--- src/rtl/rtc_pkg.sv ---
package rtc_pkg;

    localparam int DATA_W  = 32;
    localparam int ADDR_W  = 2;
    localparam int FLAGS_W = 4;

    typedef enum logic [ADDR_W-1:0] {
        REG_SECONDS = 2'd0,
        REG_ALARM   = 2'd1,
        REG_TRIM    = 2'd2,
        REG_STATUS  = 2'd3
    } rtc_reg_e;

    // Bit order matches the status word: [3] hz_en [2] alarm_en [1] hz_flag [0] alarm_flag
    typedef struct packed {
        logic hz_en;
        logic alarm_en;
        logic hz_flag;
        logic alarm_flag;
    } rtc_status_t;

    typedef struct packed {
        logic              wr;
        rtc_reg_e          sel;
        logic [DATA_W-1:0] data;
    } rtc_wreq_t;

    function automatic logic [DATA_W-1:0] status_word(rtc_status_t s);
        return {{(DATA_W-FLAGS_W){1'b0}}, s};
    endfunction

    function automatic logic hit_reg(rtc_wreq_t req, rtc_reg_e which);
        return req.wr && (req.sel == which);
    endfunction

endpackage

--- src/rtl/rtc_tick_divider.sv ---
module rtc_tick_divider
    import rtc_pkg::*;
#(
    parameter int TRIM_W = 16,
    parameter logic [TRIM_W-1:0] TRIM_RESET = 16'h7FFF
) (
    input  logic              clk,
    input  logic              rst,
    input  logic              tick_en,
    input  logic              trim_we,
    input  logic [TRIM_W-1:0] trim_wdata,
    output logic [TRIM_W-1:0] trim_q,
    output logic              sec_pulse
);

    logic [TRIM_W-1:0] div_q;
    logic              at_end;

    assign at_end    = (div_q == trim_q);
    assign sec_pulse = tick_en && at_end;

    always_ff @(posedge clk) begin
        if (rst) begin
            div_q <= '0;
        end else if (tick_en) begin
            div_q <= at_end ? '0 : div_q + 1'b1;
        end
    end

    always_ff @(posedge clk) begin
        if (rst) begin
            trim_q <= TRIM_RESET;
        end else if (trim_we) begin
            trim_q <= trim_wdata;
        end
    end

    assert_event_wrap_R1: assert property (@(posedge clk) disable iff (rst)
        sec_pulse |=> (div_q == '0));

    assert_hold_R1: assert property (@(posedge clk) disable iff (rst)
        !tick_en |=> $stable(div_q));

endmodule

--- src/rtl/rtc_second_counter.sv ---
module rtc_second_counter
    import rtc_pkg::*;
#(
    parameter int CNT_W = 32
) (
    input  logic             clk,
    input  logic             rst,
    input  logic             sec_pulse,
    input  logic             cnt_we,
    input  logic             alarm_we,
    input  logic [CNT_W-1:0] wdata,
    output logic [CNT_W-1:0] count_q,
    output logic [CNT_W-1:0] alarm_q,
    output logic             alarm_hit
);

    // compare uses the value held before this event's increment
    assign alarm_hit = sec_pulse && (count_q == alarm_q);

    always_ff @(posedge clk) begin
        if (rst) begin
            count_q <= '0;
        end else if (cnt_we) begin
            count_q <= wdata;
        end else if (sec_pulse) begin
            count_q <= count_q + 1'b1;
        end
    end

    always_ff @(posedge clk) begin
        if (rst) begin
            alarm_q <= '0;
        end else if (alarm_we) begin
            alarm_q <= wdata;
        end
    end

    assert_increment_R2: assert property (@(posedge clk) disable iff (rst)
        (sec_pulse && !cnt_we) |=> (count_q == $past(count_q) + 1'b1));

    assert_write_wins_R8: assert property (@(posedge clk) disable iff (rst)
        cnt_we |=> (count_q == $past(wdata)));

endmodule

--- src/rtl/rtc_event_status.sv ---
module rtc_event_status
    import rtc_pkg::*;
(
    input  logic               clk,
    input  logic               rst,
    input  logic               sec_pulse,
    input  logic               alarm_hit,
    input  logic               st_we,
    input  logic [FLAGS_W-1:0] wdata,
    output rtc_status_t        status_q,
    output logic               irq_alarm,
    output logic               irq_hz
);

    rtc_status_t status_n;
    rtc_status_t wr_view;
    logic        set_alarm, set_hz;
    logic        clr_alarm, clr_hz;

    assign wr_view   = rtc_status_t'(wdata);
    assign set_alarm = alarm_hit && status_q.alarm_en;
    assign set_hz    = sec_pulse && status_q.hz_en;
    assign clr_alarm = st_we && wr_view.alarm_flag;
    assign clr_hz    = st_we && wr_view.hz_flag;

    always_comb begin
        status_n            = status_q;
        status_n.alarm_flag = set_alarm | (status_q.alarm_flag & ~clr_alarm);
        status_n.hz_flag    = set_hz    | (status_q.hz_flag    & ~clr_hz);
        if (st_we) begin
            status_n.alarm_en = wr_view.alarm_en;
            status_n.hz_en    = wr_view.hz_en;
        end
    end

    always_ff @(posedge clk) begin
        if (rst) begin
            status_q <= '0;
        end else begin
            status_q <= status_n;
        end
    end

    assign irq_alarm = status_q.alarm_flag & status_q.alarm_en;
    assign irq_hz    = status_q.hz_flag    & status_q.hz_en;

    assert_alarm_gate_R3: assert property (@(posedge clk) disable iff (rst)
        $rose(status_q.alarm_flag) |-> $past(alarm_hit && status_q.alarm_en));

    assert_hz_gate_R4: assert property (@(posedge clk) disable iff (rst)
        $rose(status_q.hz_flag) |-> $past(sec_pulse && status_q.hz_en));

    assert_set_wins_R6: assert property (@(posedge clk) disable iff (rst)
        (sec_pulse && status_q.hz_en) |=> status_q.hz_flag);

    assert_w1c_R6: assert property (@(posedge clk) disable iff (rst)
        (st_we && wdata[0] && !(alarm_hit && status_q.alarm_en)) |=> !status_q.alarm_flag);

    assert_irq_needs_en_R5: assert property (@(posedge clk) disable iff (rst)
        (st_we && !wdata[3]) |=> !irq_hz);

endmodule

--- src/rtl/rtc_trimmed_clock.sv ---
module rtc_trimmed_clock
    import rtc_pkg::*;
#(
    parameter int TRIM_W = 16,
    parameter logic [TRIM_W-1:0] TRIM_RESET = 16'h7FFF
) (
    input  logic              clk,
    input  logic              rst,
    input  logic              tick_en,
    input  logic [ADDR_W-1:0] reg_addr,
    input  logic              reg_wr,
    input  logic [DATA_W-1:0] reg_wdata,
    output logic [DATA_W-1:0] reg_rdata,
    output logic              irq_alarm,
    output logic              irq_hz
);

    rtc_wreq_t         req;
    logic              sec_pulse;
    logic              alarm_hit;
    logic [TRIM_W-1:0] trim_q;
    logic [DATA_W-1:0] count_q;
    logic [DATA_W-1:0] alarm_q;
    rtc_status_t       status_q;

    assign req.wr   = reg_wr;
    assign req.sel  = rtc_reg_e'(reg_addr);
    assign req.data = reg_wdata;

    rtc_tick_divider #(
        .TRIM_W    (TRIM_W),
        .TRIM_RESET(TRIM_RESET)
    ) u_div (
        .clk       (clk),
        .rst       (rst),
        .tick_en   (tick_en),
        .trim_we   (hit_reg(req, REG_TRIM)),
        .trim_wdata(req.data[TRIM_W-1:0]),
        .trim_q    (trim_q),
        .sec_pulse (sec_pulse)
    );

    rtc_second_counter #(
        .CNT_W(DATA_W)
    ) u_sec (
        .clk      (clk),
        .rst      (rst),
        .sec_pulse(sec_pulse),
        .cnt_we   (hit_reg(req, REG_SECONDS)),
        .alarm_we (hit_reg(req, REG_ALARM)),
        .wdata    (req.data),
        .count_q  (count_q),
        .alarm_q  (alarm_q),
        .alarm_hit(alarm_hit)
    );

    rtc_event_status u_st (
        .clk      (clk),
        .rst      (rst),
        .sec_pulse(sec_pulse),
        .alarm_hit(alarm_hit),
        .st_we    (hit_reg(req, REG_STATUS)),
        .wdata    (req.data[FLAGS_W-1:0]),
        .status_q (status_q),
        .irq_alarm(irq_alarm),
        .irq_hz   (irq_hz)
    );

    always_comb begin
        unique case (req.sel)
            REG_SECONDS: reg_rdata = count_q;
            REG_ALARM:   reg_rdata = alarm_q;
            REG_TRIM:    reg_rdata = {{(DATA_W-TRIM_W){1'b0}}, trim_q};
            REG_STATUS:  reg_rdata = status_word(status_q);
            default:     reg_rdata = '0;
        endcase
    end

endmodule

--- config.mk ---
export PLATFORM = sky130hd
export DESIGN_NAME = rtc_trimmed_clock
export DESIGN_NICKNAME = d
export VERILOG_FILES = /design/src/rtl/rtc_pkg.sv /design/src/rtl/rtc_tick_divider.sv /design/src/rtl/rtc_second_counter.sv /design/src/rtl/rtc_event_status.sv /design/src/rtl/rtc_trimmed_clock.sv
export SDC_FILE = /design/constraint.sdc
export NUM_CORES = 1
export LEC_CHECK = 0
export BUFFER_PORTS_ARGS = -buffer_cell sky130_fd_sc_hd__buf_2
export CAP_MARGIN = 40
export CELL_PAD_IN_SITES_DETAIL_PLACEMENT = 0
export CELL_PAD_IN_SITES_GLOBAL_PLACEMENT = 1
export CORE_ASPECT_RATIO = 0.9
export CORE_MARGIN = 2
export CORE_UTILIZATION = 47
export CTS_CLUSTER_DIAMETER = 100
export CTS_CLUSTER_SIZE = 24
export DETAILED_ROUTE_END_ITERATION = 12
export PLACE_DENSITY_LB_ADDON = 0.1
export SYNTH_ARGS = -nofsm -noshare
export SYNTH_HDL_FRONTEND = slang
export SYNTH_SLANG_ARGS = --single-unit
--- constraint.sdc ---
create_clock -name clk -period 4 [get_ports clk]
set_input_delay 0.4 -clock clk [delete_from_list [all_inputs] [get_ports clk]]
set_output_delay 0.4 -clock clk [all_outputs]
set_load 0.03 [all_outputs]
==> flow_summary.yaml, run 1 <==
run_status:
  status: "finished, final reports clean"
drt:
  finalWirelength_um: 17300
  vias: 5650
  routedWlPerCell_um: 18.5
  drtIter0Drc: 571
  drtPass1Iterations: 5
  routed_via_density: 6.03
  final_antenna_net_count: 0
  drc_errors: 0
worst_setup_path:
  crit_arrival_ps: 2750
  crit_end: "u_sec.count_q[31]"
  worst_ep_required_time_ps: 4220
  crit_type: "reg -> reg"
  r2r-start: "u_sec.count_q[4]"
  rr_endpoint: "u_sec.count_q[31]"
  cp-startpoint: "u_sec.count_q[4]"
  reg2reg_depth: 5
  r2r_slack_ps: 1470
  endpoint_kind: "register"
  critPathMaxFanout: 8
  start_kind: "register"
placement:
  dp_cells: 921
  hpwl_um: 12100
  gp_congestion: 0.881
  portBuffers: 71
logic_synthesis:
  synth-edff-count: 0
  ys_warn_count: 0
  syn_nets: 785
  synthCells: 745
  synthArstFlopShare_pct: 0
  synthFlopType: "dfxtp_1"
  ys_seq_elements: 100
  mappedNetlistArea_um2: 5830
  synth.distinct_cells: 52
  ys_seq_area_share_pct: 34.3
  syn_avg_cell_area_um2: 7.83
clocking:
  hold_buffers: 0
  h-tree-depth: 3
  clk_latency_ps: 360
  cts_resized: 0
  clk_pin_slew_ps: 70
  cts_root_buf: "clkbuf_16"
  cts_sinks: 100
  cts_max_path_buffers: 2
  cts_buffers: 9
  postCtsSetupBuffers: 0
  cts_tree: "done"
worst_hold_path:
  min_from: "reg_wdata[26]"
  hold_path.class: "in -> reg"
die:
  die_x_um: 121
  die-area_um2: 13300
  initial_utilization_pct: 48.3
  ios: 72
  core.rowCount: 38
  coreArea_um2: 12100
  fp.dieH_um: 110
finish:
  syn_to_final_growth_pct: 12.1
  fillers: 1160
  layout_common_cells: "nand2_1 (134), dfxtp_1 (100), buf_2 (71), nand3_1 (57), nor2_1 (52)"
  fin_nets: 812
  drive_gt1_share_pct: 14.0
  diodes: 0
  stdcell_count: 937
  fin_util_pct: 54.1
  final_common_cell: "nand2_1"
timing:
  slew_headroom_pct: 40.5
  min_period_ps: 2530
  hold_viol: 0
  fmax_mhz: 395
  skew_ps: 8.67
  rsz0062_at_grt: "no"
  setup_tns_ps: 0
  tightestPinTransition_ps: 888
  slew_violations: 0
  setup_viol: 0
  finalCritPeriodShare_pct: 63.3
  holdWs_ps: 261
power:
  pwr_density_cell_nw_per_um2: 392
  ir_drop_mv: 0.249
  p_leak_nw: 2.47
  power_mw: 2.56
grt:
  globalRouteTotalUtil_pct: 27.1
  grt_pass1_wl_um: 27800
  grt_max_degree: 41
  overflow: 0
  antenna_found_initial: 1
  grt_pass1_vias: 5161
flow_run:
  max-cap-violations: 0
registers in the layout, indices dropped and copies added, names as in the netlist:
| name | flops |
|---|---|
| u_st.status_q | 4 |
| u_sec.alarm_q | 32 |
| u_div.div_q | 16 |
| u_sec.count_q | 32 |
| u_div.trim_q | 16 |
how the worst min path moves through the flow:
stage,end,slack [ps],cells after the start
2_1_floorplan,u_sec.alarm_q[16],450,2
3_3_place_gp,u_sec.alarm_q[17],460,2
3_5_place_dp,u_sec.alarm_q[17],470,2
4_1_cts,u_sec.count_q[26],260,3
5_1_grt,u_sec.count_q[24],280,3
6_report,u_sec.count_q[26],260,3
cell families after synthesis:
logic type | Yosys count | share of synthesized area, %
XOR/XNOR | 60 | 9.01
buffers and inverters | 82 | 5.90
AO/OA/AOI/OAI | 121 | 15.0
flip-flops | 100 | 34.3
AND/OR/NAND/NOR | 345 | 28.4
adder cells (fa/ha/maj) | 2 | 0.429
multiplexers | 35 | 6.87
critical path, cell delays in order (launching register included):
cell	delay [ps]
dfxtp_1	500
nand4_1	290
nor3_2	630
nand2_1	250
nor3_1	520
o211ai_1	200
cell type report:
type	instances	area, um2	area share (%)
clock buffer	11	233	3.56
tap	160	200	3.06
multi-input combinational	563	3490	53.5
timing repair buffer	84	453	6.93
inverter	14	52.6	0.804
clock inverter	5	100	1.53
sequential	100	2000	30.6
cell usage after synthesis, types with 3 or more instances:
library cell    n  area share [%]
nor2_1         53             3.4
nor4_1          9            0.97
buf_2          15             1.3
and4_1          3            0.45
mux2i_1        31             5.3
nor3_1         16             1.4
o21ai_0        13             1.1
mux4_2          4             1.5
o311ai_0        6            0.90
xor2_1         26             3.9
o311ai_1        4            0.60
a21oi_1        36             3.1
nand2_1       134             8.6
dfxtp_1       100              34
buf_1           3            0.19
xnor2_1        34             5.1
or4_1          13             1.7
and2_1          3            0.32
a32oi_1        19             2.9
or3_1          15             1.6
a221o_1         8             1.4
o211ai_1       17             2.2
nand3_1        57             4.9
nor3b_1         3            0.39
clkbuf_1       46             3.0
and3_1          4            0.43
inv_1          13            0.84
nand4_1        23             2.5
o311a_1         4            0.69
layer usage:
metal / GRT usage, % / share of wire [%]
met1: 38.6 / 47
met2: 42.1 / 45
met3: 5.03 / 5.9
met4: 8.13 / 1.9
met5: 0 / 0
per-stage QoR:
| step | setup WS [ps] | instance area (um2) |
|---|---|---|
| after global placement | 1330 | 6200 |
| final | 1470 | 6540 |
| after global routing | 1270 | 6540 |
| after CTS | 1510 | 6540 |
| after detailed placement | 1300 | 6200 |
| after floorplan | 1690 | 5830 |
where the power goes:
| part | leakage, nW | switching [mW] | internal [mW] |
|---|---|---|---|
| Sequential | 0.816 | 0.0988 | 1.06 |
| Combinational | 1.49 | 0.243 | 0.155 |
| Clock | 0.163 | 0.394 | 0.610 |
No activity file was read; power rests on OpenSTA's default activity.
==> run 2: changes to the inputs <==
--- a/config.mk
+++ b/config.mk
@@ -11,7 +11,7 @@
 export CELL_PAD_IN_SITES_GLOBAL_PLACEMENT = 1
 export CORE_ASPECT_RATIO = 0.9
 export CORE_MARGIN = 2
-export CORE_UTILIZATION = 47
+export CORE_UTILIZATION = 39
 export CTS_CLUSTER_DIAMETER = 100
 export CTS_CLUSTER_SIZE = 24
 export DETAILED_ROUTE_END_ITERATION = 12
==> constraint.sdc (replaced) <==
create_clock -name clk -period 2.15 [get_ports clk]
set_input_delay 0.215 -clock clk [delete_from_list [all_inputs] [get_ports clk]]
set_output_delay 0.215 -clock clk [all_outputs]
set_load 0.03 [all_outputs]
==> flow_summary.yaml, run 2 (synthesis gave the netlist of run 1 again) <==
grt:
  grt_pass1_vias: 5656
  globalRouteTotalUtil_pct: 25.1
  grt_pass1_wl_um: 31200
  overflow: 0
  grt_max_degree: 37
  antenna_found_initial: 0
worst_setup_path:
  start_kind: "register"
  path_delay_family: "simple AND/OR/NAND/NOR gates"
  worst-path-buf-inv: 1
  endpoint_kind: "register"
  cpPeakStageDelay_ps: 540
  worst_ep_required_time_ps: 2390
  crit_type: "reg -> reg"
  critPathMaxFanout: 9
  critical_path.cell_chain: "xor2_1 -> or4_4 -> or3_1 -> buf_6 -> o311ai_1 -> nand3_1"
  crit_arrival_ps: 2300
  crit_slowest_cell: "or4_4"
die:
  coreArea_um2: 14700
  ios: 72
  die_x_um: 133
  die-area_um2: 15900
  initial_utilization_pct: 39.8
  fp.dieH_um: 120
  core.rowCount: 42
clocking:
  cts_resized: 1
  postCtsSetupBuffers: 0
  cts_sinks: 100
  h-tree-depth: 3
  cts_buffers: 9
  clk_pin_slew_ps: 70
  cts_max_path_buffers: 2
  cts_tree: "done"
  cts_root_buf: "clkbuf_16"
  clk_latency_ps: 360
  hold_buffers: 0
drt:
  vias: 5906
  routedWlPerCell_um: 18.8
  drc_errors: 0
  final_antenna_net_count: 0
  drtPass1Iterations: 5
  highest_layer: "met4"
  wl_met1_um: 9640
  dr_wl_met3_um: 856
  drtIter0Drc: 479
  finalWirelength_um: 19300
  routed_via_density: 5.73
  route.met2.wl_um: 8590
timing:
  setup_viol: 0
  tightestPinTransition_ps: 476
  skew_ps: 9.42
  slew_headroom_pct: 68.0
  min_period_ps: 2060
  rsz0062_at_grt: "no"
  finalCritPeriodShare_pct: 95.8
  hold_viol: 0
  fmax_mhz: 486
  setup_tns_ps: 0
  slew_violations: 0
  holdWs_ps: 89.2
finish:
  syn_to_final_growth_pct: 21.3
  drive_gt1_share_pct: 21.0
  final_common_cell: "nand2_1"
  largestRegisters: "u_sec.alarm_q x32, u_sec.count_q x32"
  diodes: 0
  layout_common_cells: "nand2_1 (134), dfxtp_1 (99), buf_2 (71), buf_4 (62), nand3_1 (57)"
  fin_nets: 867
  fillers: 1459
placement:
  portBuffers: 71
  hpwl_um: 13900
  gp_congestion: 0.907
power:
  ir_drop_mv: 0.447
  p_leak_nw: 2.77
  pwr_density_cell_nw_per_um2: 655
worst_hold_path:
  hold_path.class: "in -> reg"
flow_run:
  max-cap-violations: 0
run_status:
  status: "finished, final reports clean"
[run 2: cell types whose count changed in the layout (fill, tap and decap cells not counted), sizes merged]
cell / delta
bufinv: -3
clkbuf: +2
clkinvlp: +1
buf: +55
[run 2: routing by layer]
metal,global-route usage [%],vias to the layer above
met3,4.22,21
met4,6.92,0
met2,38.5,157
met1,36.2,2883
met5,0,-
li1,-,2845
[run 2: where the power goes]
group	switching, mW	internal, mW	total (mW)
Clock	0.757	0.851	1.61
Sequential	0.128	1.97	2.10
Combinational	0.562	0.369	0.931
Total	1.45	3.19	4.64
[run 2: metrics by stage]
| step | instance area [um2] | util [%] | worst slack [ps] | cells | power, mW |
|---|---|---|---|---|---|
| final | 7070 | 48.2 | 90.3 | 1030 | 4.64 |
| after global routing | 7070 | 48.2 | 4.70 | 1030 | 4.84 |
| after CTS | 7010 | 47.8 | 28.2 | 1030 | 4.65 |
| after detailed placement | 6730 | 45.9 | 5.39 | 1014 | 3.05 |
| after global placement | 6730 | 45.9 | 31.4 | 1014 | 3.03 |
| after floorplan | 5830 | - | 145 | 745 | 2.69 |
[run 2: worst register-to-register path, cell delays in order, from the launching register on]
cell      delay [ps]
dfxtp_1          340
xor2_1           170
or4_4            550
or3_1            340
buf_6            160
o311ai_1         290
nand3_1          110
[run 2: worst paths after layout]
kind,cells past startpoint,end,start,slack (ps)
worst max-delay path,6,u_sec.count_q[13],u_div.trim_q[14],90
worst min-delay path,3,u_sec.count_q[26],reg_wdata[26],90
worst max register to register,6,u_sec.count_q[13],u_div.trim_q[14],90
worst min register to register,2,u_sec.alarm_q[28],u_sec.alarm_q[28],480
[run 2: final cells by class]
class | instances | area [um2] | share of cell area, %
Clock buffer | 13 | 260 | 3.68
Timing Repair Buffer | 139 | 932 | 13.2
Sequential cell | 100 | 2000 | 28.3
Inverter | 14 | 52.6 | 0.743
Tap cell | 198 | 248 | 3.50
Multi-Input combinational cell | 563 | 3550 | 50.3
Clock inverter | 3 | 21.3 | 0.301
